--- src/rtl/adc_cap_pkg.sv ---
package adc_cap_pkg;
  localparam int RES_W = 12;

  typedef enum logic [1:0] {
    RD_NORMAL  = 2'b00,
    RD_REVERSE = 2'b01,
    RD_SHORT   = 2'b10,
    RD_ALIAS   = 2'b11
  } rd_mode_e;

  typedef enum logic [1:0] {
    ST_IDLE,
    ST_ACQ,
    ST_RUN,
    ST_TAIL
  } cap_state_e;
endpackage

--- src/rtl/adc_cap_sclk_gen.sv ---
module adc_cap_sclk_gen #(
  parameter int HALF_CYC = 16,
  parameter int IDX_W    = 5
) (
  input  logic             clk,
  input  logic             rst,
  input  logic             run_i,
  output logic             sclk_o,
  output logic             rise_o,
  output logic             fall_o,
  output logic [IDX_W-1:0] idx_o
);
  localparam int CW = $clog2(HALF_CYC + 1);
  localparam logic [CW-1:0] LAST = CW'(HALF_CYC - 1);

  logic [CW-1:0] cnt;

  always_ff @(posedge clk) begin
    if (rst || !run_i) begin
      cnt    <= '0;
      sclk_o <= 1'b0;
      rise_o <= 1'b0;
      fall_o <= 1'b0;
      idx_o  <= '0;
    end else begin
      rise_o <= 1'b0;
      fall_o <= 1'b0;
      if (cnt == LAST) begin
        cnt    <= '0;
        sclk_o <= ~sclk_o;
        if (!sclk_o) begin
          rise_o <= 1'b1;
          idx_o  <= idx_o + 1'b1;
        end else begin
          fall_o <= 1'b1;
        end
      end else begin
        cnt <= cnt + 1'b1;
      end
    end
  end

  AST_SCLK_PARKED: assert property (@(posedge clk) disable iff (rst)
    !run_i |=> !sclk_o);
endmodule

--- src/rtl/adc_cap_acq_timer.sv ---
module adc_cap_acq_timer #(
  parameter int ACQ_CYC = 88
) (
  input  logic clk,
  input  logic rst,
  input  logic conv_i,
  input  logic arm_i,
  output logic ok_o
);
  localparam int CW = $clog2(ACQ_CYC + 1);
  localparam logic [CW-1:0] DONE = CW'(ACQ_CYC);

  logic [CW-1:0] cnt;

  always_ff @(posedge clk) begin
    if (rst || !conv_i) cnt <= '0;
    else if (cnt != DONE) cnt <= cnt + 1'b1;
  end

  assign ok_o = (cnt == DONE);

  AST_ACQ_MET: assert property (@(posedge clk) disable iff (rst)
    ($fell(conv_i) && $past(arm_i)) |-> $past(ok_o));
endmodule

--- src/rtl/adc_cap_assembler.sv ---
module adc_cap_assembler #(
  parameter int W  = 12,
  parameter int PW = 4
) (
  input  logic          clk,
  input  logic          rst,
  input  logic          clr_i,
  input  logic          cap_i,
  input  logic [PW-1:0] pos_i,
  input  logic          din_i,
  output logic [W-1:0]  word_o
);
  always_ff @(posedge clk) begin
    if (rst || clr_i) word_o <= '0;
    else if (cap_i) word_o[pos_i] <= din_i;
  end
endmodule

--- src/rtl/adc_cap_ctrl.sv ---
module adc_cap_ctrl
  import adc_cap_pkg::*;
#(
  parameter int SYS_NS        = 4,
  parameter int SCLK_HALF_CYC = 16,
  parameter int ACQ_CYC       = 88
) (
  input  logic             clk,
  input  logic             rst,
  input  logic             start,
  input  logic [1:0]       mode,
  input  logic [3:0]       short_bits,
  input  logic             pd_en,
  input  logic             adc_dout,
  output logic             adc_conv,
  output logic             adc_sclk,
  output logic [RES_W-1:0] result,
  output logic             result_valid,
  output logic             busy
);
  localparam int IDX_W  = $clog2(2 * RES_W + 3);
  localparam int POS_W  = $clog2(RES_W);
  localparam int TCW    = $clog2(SCLK_HALF_CYC + 1);
  localparam int NB_MAX = RES_W - 2;
  localparam logic [IDX_W-1:0] K_NORM_LAST = IDX_W'(RES_W + 1);
  localparam logic [IDX_W-1:0] K_REV_LAST  = IDX_W'(2 * RES_W);
  localparam logic [IDX_W-1:0] K_NORM_UP   = IDX_W'(RES_W - 1);
  localparam logic [IDX_W-1:0] K_REV_UP    = IDX_W'(RES_W);
  localparam logic [IDX_W-1:0] K_REV_DN    = IDX_W'(RES_W + 1);
  localparam logic [TCW-1:0]   TAIL_END    = TCW'(SCLK_HALF_CYC - 1);

  if (SCLK_HALF_CYC * SYS_NS < 50 || 2 * SCLK_HALF_CYC * SYS_NS < 125) begin : g_bad_sclk
    $error("serial clock phase or period below converter minimum");
  end
  if (ACQ_CYC * SYS_NS < 350) begin : g_bad_acq
    $error("acquisition window below converter minimum");
  end
  if (SCLK_HALF_CYC * SYS_NS > 5000) begin : g_bad_droop
    $error("first serial clock too late after strobe fall");
  end

  cap_state_e       state;
  rd_mode_e         mode_q;
  logic             pd_q;
  logic [POS_W-1:0] nb_q;
  logic [POS_W-1:0] nb_in;
  logic             last_seen;
  logic [TCW-1:0]   tail_cnt;

  logic             rise, fall, acq_ok;
  logic [IDX_W-1:0] idx;
  logic [IDX_W-1:0] k_last, k_up, k_dn, k_nb1;
  logic             cap_en;
  logic [IDX_W-1:0] pos_wide;
  logic [RES_W-1:0] word;

  always_comb begin
    if (short_bits == '0) nb_in = POS_W'(1);
    else if (short_bits > 4'(NB_MAX)) nb_in = POS_W'(NB_MAX);
    else nb_in = POS_W'(short_bits);
  end

  always_comb begin
    k_nb1 = IDX_W'(nb_q) + IDX_W'(1);
    unique case (mode_q)
      RD_REVERSE: begin k_last = K_REV_LAST;  k_up = K_REV_UP; k_dn = K_REV_DN; end
      RD_SHORT:   begin k_last = k_nb1 + 1'b1; k_up = k_nb1;    k_dn = k_nb1 + 1'b1; end
      default:    begin k_last = K_NORM_LAST; k_up = pd_q ? '0 : K_NORM_UP; k_dn = '0; end
    endcase
  end

  always_comb begin
    cap_en   = 1'b0;
    pos_wide = '0;
    if (idx >= IDX_W'(2) && idx <= K_NORM_LAST &&
        (mode_q != RD_SHORT || idx <= k_nb1)) begin
      cap_en   = 1'b1;
      pos_wide = K_NORM_LAST - idx;
    end else if (mode_q == RD_REVERSE && idx > K_NORM_LAST && idx <= K_REV_LAST) begin
      cap_en   = 1'b1;
      pos_wide = idx - K_NORM_LAST;
    end
  end

  adc_cap_sclk_gen #(.HALF_CYC(SCLK_HALF_CYC), .IDX_W(IDX_W)) u_sclk (
    .clk(clk), .rst(rst), .run_i(state == ST_RUN),
    .sclk_o(adc_sclk), .rise_o(rise), .fall_o(fall), .idx_o(idx)
  );

  adc_cap_acq_timer #(.ACQ_CYC(ACQ_CYC)) u_acq (
    .clk(clk), .rst(rst), .conv_i(adc_conv), .arm_i(state == ST_ACQ), .ok_o(acq_ok)
  );

  adc_cap_assembler #(.W(RES_W), .PW(POS_W)) u_asm (
    .clk(clk), .rst(rst),
    .clr_i(state == ST_IDLE && start),
    .cap_i(state == ST_RUN && rise && cap_en),
    .pos_i(POS_W'(pos_wide)), .din_i(adc_dout), .word_o(word)
  );

  always_ff @(posedge clk) begin
    if (rst) begin
      state        <= ST_IDLE;
      mode_q       <= RD_NORMAL;
      pd_q         <= 1'b0;
      nb_q         <= POS_W'(1);
      adc_conv     <= 1'b1;
      busy         <= 1'b0;
      result       <= '0;
      result_valid <= 1'b0;
      last_seen    <= 1'b0;
      tail_cnt     <= '0;
    end else begin
      result_valid <= 1'b0;
      unique case (state)
        ST_IDLE: if (start) begin
          mode_q <= rd_mode_e'(mode);
          pd_q   <= pd_en;
          nb_q   <= nb_in;
          busy   <= 1'b1;
          state  <= ST_ACQ;
        end
        ST_ACQ: if (acq_ok) begin
          adc_conv  <= 1'b0;
          last_seen <= 1'b0;
          state     <= ST_RUN;
        end
        ST_RUN: begin
          if (rise) begin
            if (idx == k_up) adc_conv <= 1'b1;
            if (idx == k_dn) adc_conv <= 1'b0;
            if (idx == k_last) last_seen <= 1'b1;
          end
          if (fall && last_seen) begin
            tail_cnt <= '0;
            state    <= ST_TAIL;
          end
        end
        ST_TAIL: begin
          tail_cnt <= tail_cnt + 1'b1;
          if (tail_cnt == TAIL_END) begin
            adc_conv     <= 1'b1;
            result       <= word;
            result_valid <= 1'b1;
            busy         <= 1'b0;
            state        <= ST_IDLE;
          end
        end
        default: state <= ST_IDLE;
      endcase
    end
  end

  AST_IDLE_SCLK_LOW: assert property (@(posedge clk) disable iff (rst)
    (state == ST_IDLE) |-> !adc_sclk);
  AST_CONV_CLEAR_OF_FALL: assert property (@(posedge clk) disable iff (rst)
    $fell(adc_sclk) |-> $stable(adc_conv));
  AST_VALID_SINGLE: assert property (@(posedge clk) disable iff (rst)
    result_valid |=> !result_valid);
  AST_BUSY_NEEDS_START: assert property (@(posedge clk) disable iff (rst)
    $rose(busy) |-> $past(start));
endmodule

--- config.mk ---
export PLATFORM = sky130hd
export DESIGN_NAME = adc_cap_ctrl
export DESIGN_NICKNAME = d
export VERILOG_FILES = /design/src/rtl/adc_cap_pkg.sv /design/src/rtl/adc_cap_sclk_gen.sv /design/src/rtl/adc_cap_acq_timer.sv /design/src/rtl/adc_cap_assembler.sv /design/src/rtl/adc_cap_ctrl.sv
export SDC_FILE = /design/constraint.sdc
export NUM_CORES = 1
export LEC_CHECK = 0
export ABC_AREA = 1
export BUFFER_PORTS_ARGS = -buffer_cell sky130_fd_sc_hd__buf_2
export CORE_ASPECT_RATIO = 1.1
export CORE_MARGIN = 2
export CORE_UTILIZATION = 54
export DETAILED_ROUTE_END_ITERATION = 8
export GPL_ROUTABILITY_DRIVEN = 0
export PLACE_DENSITY = 0.76
export SYNTH_ARGS = -nofsm -noshare
export SYNTH_HDL_FRONTEND = slang
export SYNTH_SLANG_ARGS = --single-unit
export TNS_END_PERCENT = 1
--- constraint.sdc ---
create_clock -name clk -period 2.57 [get_ports clk]
set_clock_uncertainty 0.2 [all_clocks]
set_input_delay 0.257 -clock clk [delete_from_list [all_inputs] [get_ports clk]]
set_output_delay 0.257 -clock clk [all_outputs]
set_load 0.005 [all_outputs]
# ---- Word level (Yosys, flattened, before mapping)
# Index checks and enable logic that the tools add are counted.
dict set report op_classes {
  addsub 8
  magnitude_cmp 8
  eq_ne 20
  n_mux 35
  n_bitwise 3
  n_reduce_logical 32
}
# cell count
set ops {}
lappend ops {{$pmux W5 S2} 4}
lappend ops {{$add A5 B1 Y5 const B} 4}
lappend ops {{$mux W4} 5}
lappend ops {{$eq A5 B5 Y1} 3}
lappend ops {{$mux W1} 15}
lappend ops {{$ne A2 B2 Y1 const B} 7}
lappend ops {{$bwmux W12} 1}
lappend ops {{$eq A5 B4 Y1 const B} 2}
lappend ops {{$logic_and A1 B1 Y1} 9}
lappend ops {{$mux W2} 4}
lappend ops {{$pmux W2 S4} 1}
lappend ops {{$reduce_and A2 Y1} 4}
lappend ops {{$reduce_and A4 Y1} 2}
lappend ops {{$add A7 B1 Y7 const B} 1}
lappend ops {{$eq A7 B7 Y1 const B} 1}
lappend ops {{$ne A7 B7 Y1 const B} 1}
lappend ops {{$eq A2 B2 Y1 const B} 3}
lappend ops {{$reduce_bool A2 Y1} 3}
lappend ops {{$reduce_or A2 Y1} 3}
lappend ops {{$add A4 B1 Y5 const B} 1}
lappend ops {{$ge A5 B2 Y1 const B} 1}
lappend ops {{$gt A5 B4 Y1 const B} 1}
lappend ops {{$le A5 B4 Y1 const B} 1}
lappend ops {{$le A5 B5 Y1} 1}
lappend ops {{other kinds (20)} 28}
dict set report totals {
  register_bits 62
  inputBits 11
  out_inout_bits 16
  elab_cells 123
}

# ---- Logic depth before layout (Yosys ltp)
# Gate-level depths: netlist of run 1.
dict set report logic_depth {
  word_depth 10
  ltp_mapped 18
  depth_no_buf 18
}

# ---- Hierarchy
# From an unflattened synthesis of run 1, not the netlist that was laid out.
dict set report unflattened {
  cells_unflattened 549
  hier_area_um2 3664.8
}
# mod instances cells_per_inst area_each_um2 seq_area_each_um2
set by_module_without_submodules {}
lappend by_module_without_submodules {adc_cap_ctrl 1 335 2185.8 600.6}
lappend by_module_without_submodules {adc_cap_assembler 1 97 591.8 240.2}
lappend by_module_without_submodules {adc_cap_sclk_gen 1 61 509.2 260.2}
lappend by_module_without_submodules {adc_cap_acq_timer 1 56 377.9 140.1}

# ---- Worst setup path before layout of run 1
# Ideal clock, no wire load.
dict set report synth_path {
  kind {register to register}
  startpoint {register nb_q[0]}
  endpoint {register u_asm.word_o[0]}
  setup_ps 115
  arrival_ps 2155
  t_required_ps 2255
  slack_ps 100
  stages_incl_launch_ff 17
  path_buffers 0
  period_less_slack_ps 2470
  cell_sequence {dfxtp_1 > inv_1 > ha_1 > ha_1 > nand2_1 > nor2_1 > nand2_1 > nand3_1 > nand2_1 > nand2_2 > nand2_2 > nand2_2 > nand2_1 > nor2_1 > nand3_1 > nand2_1 > nor2_1}
}
dict set report synth_via {
  elab_chain_len 10
  elab_cells_between_ends 13
  cone_classes {1 x add/sub; 3 x order compare; 5 x mux; 4 x reduce/logical}
}
# item line_no
set synth_rtl {}
lappend synth_rtl {{start: declaration} adc_cap_ctrl.sv:45} ;# logic [POS_W-1:0] nb_q;
lappend synth_rtl {{start signal: assignment} adc_cap_ctrl.sv:119} ;# nb_q <= nb_in;
lappend synth_rtl {{$add A4 B1 Y5 (*)} adc_cap_ctrl.sv:64} ;# k_nb1 = IDX_W'(nb_q) + IDX_W'(1);
lappend synth_rtl {{$le A5 B5 Y1 (*)} adc_cap_ctrl.sv:76} ;# (mode_q != RD_SHORT || idx <= k_nb1)) begin
lappend synth_rtl {{$logic_or A1 B1 Y1 (*)} adc_cap_ctrl.sv:76}
lappend synth_rtl {{$logic_and A1 B1 Y1 (*)} adc_cap_ctrl.sv:75} ;# if (idx >= IDX_W'(2) && idx <= K_NORM_LAST &&
lappend synth_rtl {{$mux W4} adc_cap_ctrl.sv:75}
lappend synth_rtl {{$lt A4 B5 Y1 (not written as such) / $ge A4 B1 Y1 (equally long branches)} adc_cap_assembler.sv:15} ;# else if (cap_i) word_o[pos_i] <= din_i;
lappend synth_rtl {{$logic_and A1 B1 Y1 (not written as such)} adc_cap_assembler.sv:15}
lappend synth_rtl {{$mux W1 (not written as such)} adc_cap_assembler.sv:15}
lappend synth_rtl {{$demux W1 S4} -}
lappend synth_rtl {{$bwmux W12} adc_cap_assembler.sv:15}
lappend synth_rtl {{end signal: indexed assignment} adc_cap_assembler.sv:15}
lappend synth_rtl {{end: declaration} adc_cap_assembler.sv:11} ;# output logic [W-1:0] word_o
# Mark *: on every way between the ends. The rest lies on a longest branch, timed or not.
# A chain may end at the register's enable or synchronous reset.

# ---- Worst setup path in the final report of run 1
dict set report layout_path {
  startpoint {register nb_q[1]}
  endpoint {register u_asm.word_o[9]}
}
# Same word-level chain as after synthesis.

==> reports/summary.txt, run 1 <==
Cell with the largest stage delay on the worst path - sky130_fd_sc_hd__dfxtp_4
Chip Width - 81.11 um
Share of cell area taken by muxes after synthesis - 0%
Detailed placement HPWL - 5.848 mm
Final slew viol count - 0
Met3 Resource Use GR - 5.102%
Rows - 30
Antenna violations before repair - 0
Cell mode on critical path - sky130_fd_sc_hd__nand2_4
Outcome - completed
Average instance area after synthesis - 6.939 um^2
Most frequent cells in the layout - sky130_fd_sc_hd__nand2_1 (97), sky130_fd_sc_hd__nor2_1 (63), sky130_fd_sc_hd__inv_1 (60)
Worst-case clock buffer depth - 2
Adder and majority cell fraction of the synthesized area - 10.27%
Fraction of registers with async set/reset - 0%
Number of failing setup endpoints in the final timing report - 0
Number of hold violations in the final report - 0
Met2 layer usage reported by global route - 40.05%
Top FF cell, synth - sky130_fd_sc_hd__dfxtp_1
Residual overflow from global routing - 0
Data required, critical path - 2600 ps
Upper clock frequency limit - 391.8 MHz
Antenna Nets Post-Route - 0
Cell type contributing the most total cell area after synthesis - sky130_fd_sc_hd__dfxtp_1
Count of antenna diodes in the layout - 0
1st-pass router iterations - 4
Most common cell after layout, fill and taps aside - sky130_fd_sc_hd__nand2_1
Yosys top cell area share - 35.14%
Number of CTS-inserted buffers - 9
Post-synthesis instance total - 509
Die area - 7205 um^2
CTS tree - done
DRC violation total after the first TritonRoute iteration - 150
Area of the mapped netlist - 3532 um^2
Area inside the core boundary - 6231 um^2
Final Instance Count excl. Fillers - 645
Initial standard-cell utilization of the core - 56.69%
Detail-routed net length per standard cell - 12.71 um
Pin count of the biggest net entering global routing - 20
Class of the most critical setup path - flip-flop to flip-flop
Worst-Skew Late Latency - 350 ps
Crit path arrival time - 2590 ps
Crit path capture type - flip-flop
Worst max-slew margin expressed relative to the limit - 61.02%
Post-synthesis compound-gate area fraction - 12.68%
Worst Tran Pin Value - 578.6 ps
Largest delay share family, worst path - simple AND/OR/NAND/NOR gates
Synth Area in XOR/XNOR - 2.232%
Net Count, Synth - 549
Largest family of logic cells by synthesized area - simple AND/OR/NAND/NOR gates
Pwr/cell area - 659.4 nW/um^2
Clock transition at the register clock pins on the worst setup and hold paths after CTS - 80 ps
Total via count after detailed routing - 3429
First-pass GRT wire length - 13.19 mm
Quantity of I/O buffers inserted on ports - 26
Total track usage - 23.49%
Sink Count - 62
List of cells traversed by the critical path - ha_4 -> nand2_1 -> nand2_2 -> ha_4 -> nand2_2 -> nor2_4 -> nand2_1 -> nand3_2 -> nand2_4 -> nand2_4 -> nand2_4 -> nand3_4 -> nor2_4 -> nand3_1 -> o21ai_1 -> nor2_1
Via count of the first global-routing pass - 3083
Vias per cell - 5.316
Fraction of layout cells with a size suffix above 1 - 20.18%
Leading cell types by total area after synthesis - sky130_fd_sc_hd__dfxtp_1 (35%), sky130_fd_sc_hd__nand2_1 (11%), sky130_fd_sc_hd__ha_1 (10%)
Setup slack on the worst flop-to-flop path - 20 ps
Static power due to leakage - 1.933 nW
Placed cell count - 622
Hold Worst Slack - 37.91 ps
Count of unresolved DRC violations after routing - 0
Area overhead of the layout relative to synthesis - 23.06%
Synth cell types - 38
Final TNS setup - 0 ps
Crit path launch type - flip-flop
Clock root buffer - sky130_fd_sc_hd__clkbuf_8
Number of enable-type register cells in the synthesized netlist - 0
Met1 global-route usage - 28.81%
Worst ir drop on vdd - 0.0004895 V
Seq/Total Area, Yosys - 35.14%
Final worst path period share - 99.31%
IO Count - 27
H-tree levels - 3
Routing layer with the top usage in global route - met2
Largest incremental delay on the critical path - 370 ps
Sum of buffers and inverters on the critical path - 0
Critical path peak fanout - 4
Number of warning messages in the yosys log - 0
Routed Wire Length - 8.198 mm
Die span in y - 88.83 um
Class of the most critical hold timing path - primary input to flip-flop
FF+latch count, synth - 62
Clock period minus final worst setup slack - 2552 ps
Max-capacitance violation count - 0
Post-synthesis share of cell area spent on and, or, nand and nor gates - 31.88%
Post-layout nets - 600
-- where the power goes --
group	total, mW	internal [mW]	leakage, nW	switching (mW)
combinational	0.772	0.297	1.31	0.475
sequential	1.09	1.04	0.504	0.0574
clock	1.00	0.561	0.117	0.440
-- state kept, by name, indices dropped and copies added, names as in the netlist, 2 cells and up --
name and flops:
mode_q 2, nb_q 4, result 12, state 2, tail_cnt 5, u_acq.cnt 7, u_asm.word_o 12, u_sclk.cnt 5
u_sclk.idx_o 5
-- kinds of logic (layout without fill, tap and decap cells) --
group	count (synthesis)	after routing
AO/OA/AOI/OAI	81	81
flip-flops	62	62
buffers and inverters	71	127
adder cells (fa/ha/maj)	29	29
XOR/XNOR	9	9
AND/OR/NAND/NOR	257	257
-- final cells by class --
type                            count  area (um^2)
Multi-Input combinational cell    376         2225
Fill cell                         530         1884
Sequential cell                    62         1254
Timing Repair Buffer               46        292.8
Inverter                           65        249.0
Clock buffer                        9        123.9
Clock inverter                      7        102.6
Tap cell                           80        100.1
-- per-layer routing --
layer	up-vias	routed length, um
met4	0	174
met3	14	373
met2	92	4127
met1	1561	3522
met5	-	0
li1	1762	-
-- timing repair --
| item | CTS | global route |
|---|---|---|
| setup endpoints to repair | 12 | 13 |
| hold endpoints to repair | 5 | 0 |
| gates resized for setup | 8 | 46 |
| buffers inserted | 0 | 2 |
| hold buffers | 5 | 0 |
| pin swaps | 0 | 16 |
-- cell usage after synthesis, types with 2 or more instances --
library cell / n
sky130_fd_sc_hd__nor2_2: 6
sky130_fd_sc_hd__clkbuf_1: 3
sky130_fd_sc_hd__nand3_2: 2
sky130_fd_sc_hd__nand3b_1: 2
sky130_fd_sc_hd__xor2_1: 7
sky130_fd_sc_hd__nor4_1: 4
sky130_fd_sc_hd__o21ai_0: 35
sky130_fd_sc_hd__nand2_2: 8
sky130_fd_sc_hd__a21oi_1: 33
sky130_fd_sc_hd__xnor2_1: 2
sky130_fd_sc_hd__nand2_1: 106
sky130_fd_sc_hd__nor3_1: 10
sky130_fd_sc_hd__inv_2: 3
sky130_fd_sc_hd__nand3_1: 42
sky130_fd_sc_hd__nor2_1: 67
sky130_fd_sc_hd__a211oi_1: 2
sky130_fd_sc_hd__nand4_1: 3
sky130_fd_sc_hd__dfxtp_1: 62
sky130_fd_sc_hd__ha_1: 29
sky130_fd_sc_hd__or2_2: 3
sky130_fd_sc_hd__o22ai_1: 3
sky130_fd_sc_hd__inv_1: 61
-- path summary, 6_finish.rpt --
path | startpoint | to | cells after the start
min reg2reg | u_asm.word_o[5] | result[5] | 2
max reg2reg | nb_q[1] | u_asm.word_o[9] | 16
min | adc_dout | u_asm.word_o[7] | 3
max | nb_q[1] | u_asm.word_o[9] | 16
-- worst reg2reg max path, delay by kind of cell (launching register included) --
kind | cells | cell delay, ps
compound gates | 1 | 130
fa+ha+maj | 2 | 420
flops | 1 | 370
simple gates | 13 | 1330
-- stage by stage --
stage	instance area, um^2	util (%)	total power, mW	setup WS, ps
CTS	4125	66.20	2.795	20.52
floorplan	3532	-	1.590	100.2
detailed placement	3829	61.45	1.783	-141.0
finish	4347	69.76	2.866	17.82
global route	4347	69.76	3.044	-127.0
global placement	3829	61.45	1.753	14.82
Power figures use the tool's default switching activity.
==> run 2: changes to the inputs <==
--- a/config.mk
+++ b/config.mk
@@ -5,14 +5,13 @@
 export SDC_FILE = /design/constraint.sdc
 export NUM_CORES = 1
 export LEC_CHECK = 0
-export ABC_AREA = 1
 export BUFFER_PORTS_ARGS = -buffer_cell sky130_fd_sc_hd__buf_2
 export CORE_ASPECT_RATIO = 1.1
 export CORE_MARGIN = 2
-export CORE_UTILIZATION = 54
+export CORE_UTILIZATION = 60
 export DETAILED_ROUTE_END_ITERATION = 8
 export GPL_ROUTABILITY_DRIVEN = 0
-export PLACE_DENSITY = 0.76
+export PLACE_DENSITY = 0.79
 export SYNTH_ARGS = -nofsm -noshare
 export SYNTH_HDL_FRONTEND = slang
 export SYNTH_SLANG_ARGS = --single-unit
==> constraint.sdc (replaced) <==
create_clock -name clk -period 3.1 [get_ports clk]
set_clock_uncertainty 0.2 [all_clocks]
set_input_delay 0.31 -clock clk [delete_from_list [all_inputs] [get_ports clk]]
set_output_delay 0.31 -clock clk [all_outputs]
set_load 0.005 [all_outputs]
==> run 2 against run 1 <==
Against the previous run: clock power down 25%; wire length up 1.9%; worst setup slack better by 190 ps; flip-flop and latch count unchanged; clock-buffer cell count stayed put; register-to-register slack better by 190 ps; first-iteration DRC count down 6.0%; total power down 20%; combinational power decreased by 16%; fmax is 12% lower.
==> reports/summary.txt, run 2 <==
Register Area - 1241 um^2 (-1.0%)
Vias per cell - 5.830 (+9.7%)
List of cells traversed by the critical path - inv_1 -> ha_1 -> a21o_1 -> a221oi_2 -> nand2_1 -> o21ai_0 -> and4b_1 -> mux2i_1
Chip Width - 79.60 um (-1.9%)
Number of enable-type register cells in the synthesized netlist - 0 (unchanged)
Antenna Nets Post-Route - 0 (unchanged)
Sum of buffers and inverters on the critical path - 1 (+1)
Share of the core filled with cells in the final layout - 67.98% (-1.8 points)
Largest family of logic cells by synthesized area - simple AND/OR/NAND/NOR gates
Post-layout nets - 530 (-12%)
Number of cells upsized or downsized after cts - 0 (-8)
Area used by multi-input combinational logic - 2346 um^2 (+5.5%)
Post-CTS Setup Repair Bufs - 0 (unchanged)
Biggest registers after layout - result (12), u_asm.word_o (12), u_acq.cnt (7)
Worst max-slew margin expressed relative to the limit - 44.98% (-16 points)
Cell with the largest stage delay on the worst path - sky130_fd_sc_hd__dfxtp_1
Number of hold violations in the final report - 0 (unchanged)
Reg2reg path depth - 8 (-8)
Number of warning messages in the yosys log - 0 (unchanged)
Largest incremental delay on the critical path - 510 ps (+140 ps)
Hold Worst Slack - 0.7582 ps (-37.16 ps)
Crit path arrival time - 2970 ps (+380 ps)
Net Count, Synth - 509 (-7.3%)
Class of the most critical hold timing path - primary input to flip-flop
Cell area after layout - 4159 um^2 (-4.3%)
Via count of the first global-routing pass - 3172 (+2.9%)
Endpoint of the worst hold-timing path - mode_q[1]
Pin count of the biggest net entering global routing - 36 (+80%)
Reg-to-reg critical path endpoint - u_asm.word_o[9]
Outcome - completed
Crit path capture type - flip-flop
Yosys top cell area share - 32.90% (-2.2 points)
Data required, critical path - 3180 ps (+580 ps)
Count of antenna diodes in the layout - 0 (unchanged)
Hold path depth - 3 (unchanged)
FF+latch count, synth - 62 (unchanged)
Final TNS setup - 0 ps (unchanged)
H-tree levels - 3 (unchanged)
Fraction of registers with async set/reset - 0% (unchanged)
Number of hold buffers added after cts - 0 (-5)
Filler cell count - 514 (-3.0%)
Crit path launch type - flip-flop
Detailed placement HPWL - 5.947 mm (+1.7%)
Residual overflow from global routing - 0 (unchanged)
Post-DP Area - 3953 um^2 (+3.2%)
Fraction of layout cells with a size suffix above 1 - 12.93% (-7.2 points)
Quantity of I/O buffers inserted on ports - 26 (unchanged)
Area inside the core boundary - 6118 um^2 (-1.8%)
Die span in y - 87.16 um (-1.9%)
Share of cell area taken by muxes after synthesis - 3.980% (+4.0 points)
Sink Count - 62 (unchanged)
Worst ir drop on vdd - 0.0005421 V (+11%)
Clock period minus final worst setup slack - 2894 ps (+342.0 ps)
Startpoint of the tightest hold check path - mode[1]
Largest delay share family, worst path - compound AO/OA/AOI/OAI gates
Unrepaired setup endpoints after global routing - false
Upper clock frequency limit - 345.5 MHz (-12%)
CTS tree - done
Worst-Skew Late Latency - 350 ps (about the same)
Worst Tran Pin Value - 822.2 ps (+243.6 ps)
Clock root buffer - sky130_fd_sc_hd__clkbuf_8
Antenna violations before repair - 0 (unchanged)
Adder and majority cell fraction of the synthesized area - 9.619% (-0.65 points)
Critical register-to-register path startpoint - u_sclk.idx_o[1]
Synth cell count leaders - sky130_fd_sc_hd__dfxtp_1 (62), sky130_fd_sc_hd__nand2_1 (62), sky130_fd_sc_hd__nor2_1 (47)
Max-capacitance violation count - 0 (unchanged)
Cell type contributing the most total cell area after synthesis - sky130_fd_sc_hd__dfxtp_1
Setup slack on the worst flop-to-flop path - 210 ps (+190 ps)
Rows - 30 (unchanged)
Average instance area after synthesis - 8.043 um^2 (+16%)
Clock transition at the register clock pins on the worst setup and hold paths after CTS - 80 ps (about the same)
Final Instance Count excl. Fillers - 575 (-11%)
Post-synthesis compound-gate area fraction - 17.41% (+4.7 points)
Total track usage - 24.98% (+1.5 points)
Synth Area in XOR/XNOR - 5.804% (+3.6 points)
Post-synthesis share of cell area spent on and, or, nand and nor gates - 25.37% (-6.5 points)
First-pass GRT wire length - 13.86 mm (+5.0%)
Post-synthesis instance total - 469 (-7.9%)
Final slew viol count - 0 (unchanged)
Total via count after detailed routing - 3352 (-2.2%)
Seq/Total Area, Yosys - 32.90% (-2.2 points)
DRC violation total after the first TritonRoute iteration - 141 (-6.0%)
Area overhead of the layout relative to synthesis - 10.25%
Area of the mapped netlist - 3772 um^2 (+6.8%)
Number of CTS-inserted buffers - 9 (unchanged)
Worst-case clock buffer depth - 2 (unchanged)
1st-pass router iterations - 5 (+1)
Routed Wire Length - 8.356 mm (+1.9%)
Pwr/cell area - 552.5 nW/um^2 (-16%)
Most frequent cells in the layout - sky130_fd_sc_hd__nand2_1 (62), sky130_fd_sc_hd__dfxtp_1 (62), sky130_fd_sc_hd__nor2_1 (47)
Critical path depth - 8 (-8)
Top FF cell, synth - sky130_fd_sc_hd__dfxtp_1
Class of the most critical setup path - flip-flop to flip-flop
Initial standard-cell utilization of the core - 61.66% (+5.0 points)
Die area - 6938 um^2 (-3.7%)
Count of unresolved DRC violations after routing - 0 (unchanged)
Placed cell count - 559 (-10%)
Leading cell types by total area after synthesis - sky130_fd_sc_hd__dfxtp_1 (33%), sky130_fd_sc_hd__ha_1 (9.6%), sky130_fd_sc_hd__nand2_1 (6.2%)
Detail-routed net length per standard cell - 14.53 um (+14%)
IO Count - 27 (unchanged)
Critical path peak fanout - 9 (+5)
Final worst path period share - 93.36% (-5.9 points)
Synth cell types - 64 (+68%)
Number of failing setup endpoints in the final timing report - 0 (unchanged)
Static power due to leakage - 1.667 nW (-14%)
run 2: logic make-up after synthesis:
family / Yosys count
AO/OA/AOI/OAI: 96
XOR/XNOR: 25
adder cells (fa/ha/maj): 29
buffers and inverters: 46
flip-flops: 62
multiplexers: 15
AND/OR/NAND/NOR: 196
run 2: worst min-delay path: stages:
cell and delay, ps:
sky130_fd_sc_hd__buf_2 100, sky130_fd_sc_hd__nand2_1 40, sky130_fd_sc_hd__a21oi_1 50
run 2: area by class of cell:
class	instances	share of cell area, %
clock buffer	9	2.978
timing repair buffer	32	4.212
sequential	62	29.84
multi-input combinational	361	56.41
tap	80	2.407
inverter	24	2.166
clock inverter	7	1.986
run 2: metrics by stage:
stage / power, mW / worst slack (ps)
finish: 2.298 / 205.8
global route: 2.426 / 13.42
CTS: 2.296 / 270.5
detailed placement: 1.555 / 312.8
global placement: 1.535 / 434.6
floorplan: 1.406 / 400.9
run 2: layer usage:
layer	up-vias	routed length (um)	track usage (%)
met5	-	0	0
met4	0	172	8.464
met3	24	429	6.639
met2	85	4161	44.00
met1	1577	3592	29.24
li1	1666	-	-
run 2: worst max path at each step:
stage / startpoint / to / slack [ps]
2_1_floorplan: u_sclk.idx_o[0] / u_asm.word_o[9] / 400
3_5_place_dp: u_sclk.idx_o[1] / u_asm.word_o[9] / 310
4_1_cts: u_sclk.idx_o[1] / u_asm.word_o[9] / 270
5_1_grt: u_sclk.idx_o[1] / u_asm.word_o[9] / 10
6_report: u_sclk.idx_o[1] / u_asm.word_o[9] / 210
3_3_place_gp: nb_q[2] / u_asm.word_o[9] / 430
run 2: power breakdown:
group | leakage, nW | internal (mW) | total (mW) | switching (mW)
logic | 1.07 | 0.261 | 0.647 | 0.386
clock network | 0.0980 | 0.382 | 0.749 | 0.367
registers | 0.502 | 0.847 | 0.902 | 0.0548
total | 1.67 | 1.49 | 2.30 | 0.808
==> run 3: changes to the inputs <==
--- a/config.mk
+++ b/config.mk
@@ -6,12 +6,14 @@
 export NUM_CORES = 1
 export LEC_CHECK = 0
 export BUFFER_PORTS_ARGS = -buffer_cell sky130_fd_sc_hd__buf_2
+export CELL_PAD_IN_SITES_DETAIL_PLACEMENT = 2
+export CELL_PAD_IN_SITES_GLOBAL_PLACEMENT = 2
 export CORE_ASPECT_RATIO = 1.1
 export CORE_MARGIN = 2
-export CORE_UTILIZATION = 60
+export CORE_UTILIZATION = 39
 export DETAILED_ROUTE_END_ITERATION = 8
 export GPL_ROUTABILITY_DRIVEN = 0
-export PLACE_DENSITY = 0.79
+export PLACE_DENSITY_LB_ADDON = 0.1
 export SYNTH_ARGS = -nofsm -noshare
 export SYNTH_HDL_FRONTEND = slang
 export SYNTH_SLANG_ARGS = --single-unit
==> run 3 against run 2 <==
Against the previous run: first-iteration DRC count fell by 49%; total power rose by 6.2%; critical path depth rose by 3; flip-flop and latch count did not move; utilization fell by 23 points; final area rose by 2.7%; fmax rose by 0.94%; non-clock buffer count rose by 6.
==> reports/summary.txt, run 3 (synthesis results as in run 2) <==
Outcome - completed
Via count of the first global-routing pass - 3909 (+23%)
Final Instance Count excl. Fillers - 617 (+7.3%)
Final worst path period share - 92.49% (-0.87 points)
Number of CTS-inserted buffers - 9 (unchanged)
Residual overflow from global routing - 0 (unchanged)
Count of unresolved DRC violations after routing - 0 (unchanged)
Number of hold violations in the final report - 0 (unchanged)
Biggest registers after layout - result (12), u_asm.word_o (12), u_acq.cnt (7)
Class of the most critical hold timing path - primary input to flip-flop
Final slew viol count - 0 (unchanged)
Total routed wire length on the met1 layer - 4.982 mm (+39%)
Post-CTS Setup Repair Bufs - 0 (unchanged)
Setup slack on the worst flop-to-flop path - 230 ps (+30 ps)
Detail-routed net length per standard cell - 18.92 um (+30%)
Pin count of the biggest net entering global routing - 36 (unchanged)
1st-pass router iterations - 4 (-1)
Upper clock frequency limit - 348.8 MHz (+0.94%)
Initial standard-cell utilization of the core - 40.14% (-22 points)
Antenna Nets Post-Route - 0 (unchanged)
Final TNS setup - 0 ps (unchanged)
Reg-to-reg critical path endpoint - u_asm.word_o[9]
Worst Tran Pin Value - 885.3 ps (+63.08 ps)
Endpoint of the worst hold-timing path - nb_q[3]
Clock period minus final worst setup slack - 2867 ps (-26.99 ps)
Die area - 10480 um^2 (+51%)
Antenna violations before repair - 0 (unchanged)
Met3 routed wirelength - 412 um (-4.0%)
Detailed placement HPWL - 8.686 mm (+46%)
Crit path capture type - flip-flop
Met2 Routed Length - 6.014 mm (+45%)
Placed cell count - 600 (+7.3%)
Worst-case clock buffer depth - 2 (unchanged)
Number of failing setup endpoints in the final timing report - 0 (unchanged)
Worst-Skew Late Latency - 360 ps (about the same)
Class of the most critical setup path - flip-flop to flip-flop
Startpoint of the tightest hold check path - short_bits[3]
Crit path arrival time - 2960 ps (about the same)
Worst ir drop on vdd - 0.0003124 V (-42%)
Critical path peak fanout - 6 (-3)
Chip Width - 97.78 um (+23%)
Total track usage - 23.84% (-1.1 points)
Static power due to leakage - 1.705 nW (+2.3%)
Rows - 37 (+23%)
Filler cell count - 1087 (+110%)
Post-layout nets - 536 (+1.1%)
Sink Count - 62 (unchanged)
H-tree levels - 3 (unchanged)
Worst max-slew margin expressed relative to the limit - 40.76% (-4.2 points)
Die span in y - 107.2 um (+23%)
Unrepaired setup endpoints after global routing - false
Data required, critical path - 3190 ps (about the same)
Crit path launch type - flip-flop
Total via count after detailed routing - 3518 (+5.0%)
Quantity of I/O buffers inserted on ports - 26 (unchanged)
Fraction of layout cells with a size suffix above 1 - 13.20% (+0.27 points)
Clock transition at the register clock pins on the worst setup and hold paths after CTS - 80 ps (about the same)
IO Count - 27 (unchanged)
Reg2reg path depth - 11 (+3)
Area inside the core boundary - 9398 um^2 (+54%)
Top Layer Used - met4
Most frequent cells in the layout - sky130_fd_sc_hd__nand2_1 (62), sky130_fd_sc_hd__dfxtp_1 (62), sky130_fd_sc_hd__nor2_1 (47)
DRC violation total after the first TritonRoute iteration - 72 (-49%)
Count of antenna diodes in the layout - 0 (unchanged)
Clock root buffer - sky130_fd_sc_hd__clkbuf_8
CTS tree - done
Number of cells upsized or downsized after cts - 0 (unchanged)
Routed Wire Length - 11.68 mm (+40%)
Launch point of the critical path - nb_q[2]
Area overhead of the layout relative to synthesis - 13.23%
Vias per cell - 5.702 (-2.2%)
Max-capacitance violation count - 0 (unchanged)
Hold path depth - 3 (unchanged)
First-pass GRT wire length - 19.80 mm (+43%)
Critical register-to-register path startpoint - nb_q[2]
Pwr/cell area - 571.2 nW/um^2 (+3.4%)
-- run 3: cell types whose count changed in the layout (fill, tap and decap cells not counted), moves of 2 or more --
| cell | previous run | this run |
|---|---|---|
| sky130_fd_sc_hd__buf_4 | 6 | 10 |
| sky130_fd_sc_hd__clkbuf_8 | 9 | 11 |
| sky130_fd_sc_hd__clkinv_4 | 2 | 0 |
| sky130_fd_sc_hd__dlygate4sd3_1 | 0 | 2 |
-- run 3: what timing repair did --
| item | in CTS | in global routing |
|---|---|---|
| hold endpoints to repair | 2 | 0 |
| hold buffers | 2 | 0 |
| endpoints found under the setup margin | 0 | 0 |
-- run 3: worst max path at each step --
stage,slack (ps),to,depth (start not counted)
2_1_floorplan,400,u_asm.word_o[9],9
3_3_place_gp,420,u_asm.word_o[7],7
3_5_place_dp,260,u_asm.word_o[3],11
4_1_cts,250,u_asm.word_o[3],11
5_1_grt,10,u_asm.word_o[5],6
6_report,230,u_asm.word_o[9],11
-- run 3: worst max-delay path, cell delays in order (launching register included) --
cell and delay [ps]:
sky130_fd_sc_hd__dfxtp_1 370, sky130_fd_sc_hd__ha_1 260, sky130_fd_sc_hd__a21boi_0 270, sky130_fd_sc_hd__nor2_1 120, sky130_fd_sc_hd__ha_1 320, sky130_fd_sc_hd__nand3_1 100
sky130_fd_sc_hd__o21bai_1 160, sky130_fd_sc_hd__a31oi_1 230, sky130_fd_sc_hd__buf_4 190, sky130_fd_sc_hd__o22a_1 190, sky130_fd_sc_hd__and4b_1 230, sky130_fd_sc_hd__mux2i_1 170
-- run 3: area by class of cell --
| class | instances | area (um^2) | area share (%) |
|---|---|---|---|
| sequential | 62 | 1241 | 29.06 |
| multi-input combinational | 361 | 2346 | 54.92 |
| tap | 117 | 146.4 | 3.427 |
| inverter | 24 | 90.09 | 2.109 |
| timing repair buffer | 38 | 225.2 | 5.272 |
| clock inverter | 3 | 67.56 | 1.582 |
| clock buffer | 12 | 155.1 | 3.632 |
-- run 3: report_power, final --
group	switching, mW	internal [mW]
Combinational	0.431	0.269
Sequential	0.0608	0.848
Clock	0.339	0.493
-- run 3: metrics by stage --
stage	hold slack (ps)	util (%)	instance area, um^2	setup slack (ps)	total power, mW
final	14.43	45.45	4272	232.8	2.440
after global routing	11.26	45.45	4272	9.536	2.591
after CTS	2.183	45.45	4272	253.6	2.471
after detailed placement	247.4	42.87	4029	259.4	1.623
after global placement	231.5	42.87	4029	420.5	1.583
after floorplan	217.6	-	3772	400.9	1.406
-- run 3: routing by layer --
metal / track usage, % / vias to the layer above
met4: 9.127 / 0
met5: 0 / -
met3: 5.085 / 21
met1: 27.38 / 1760
met2: 43.30 / 60
li1: - / 1677
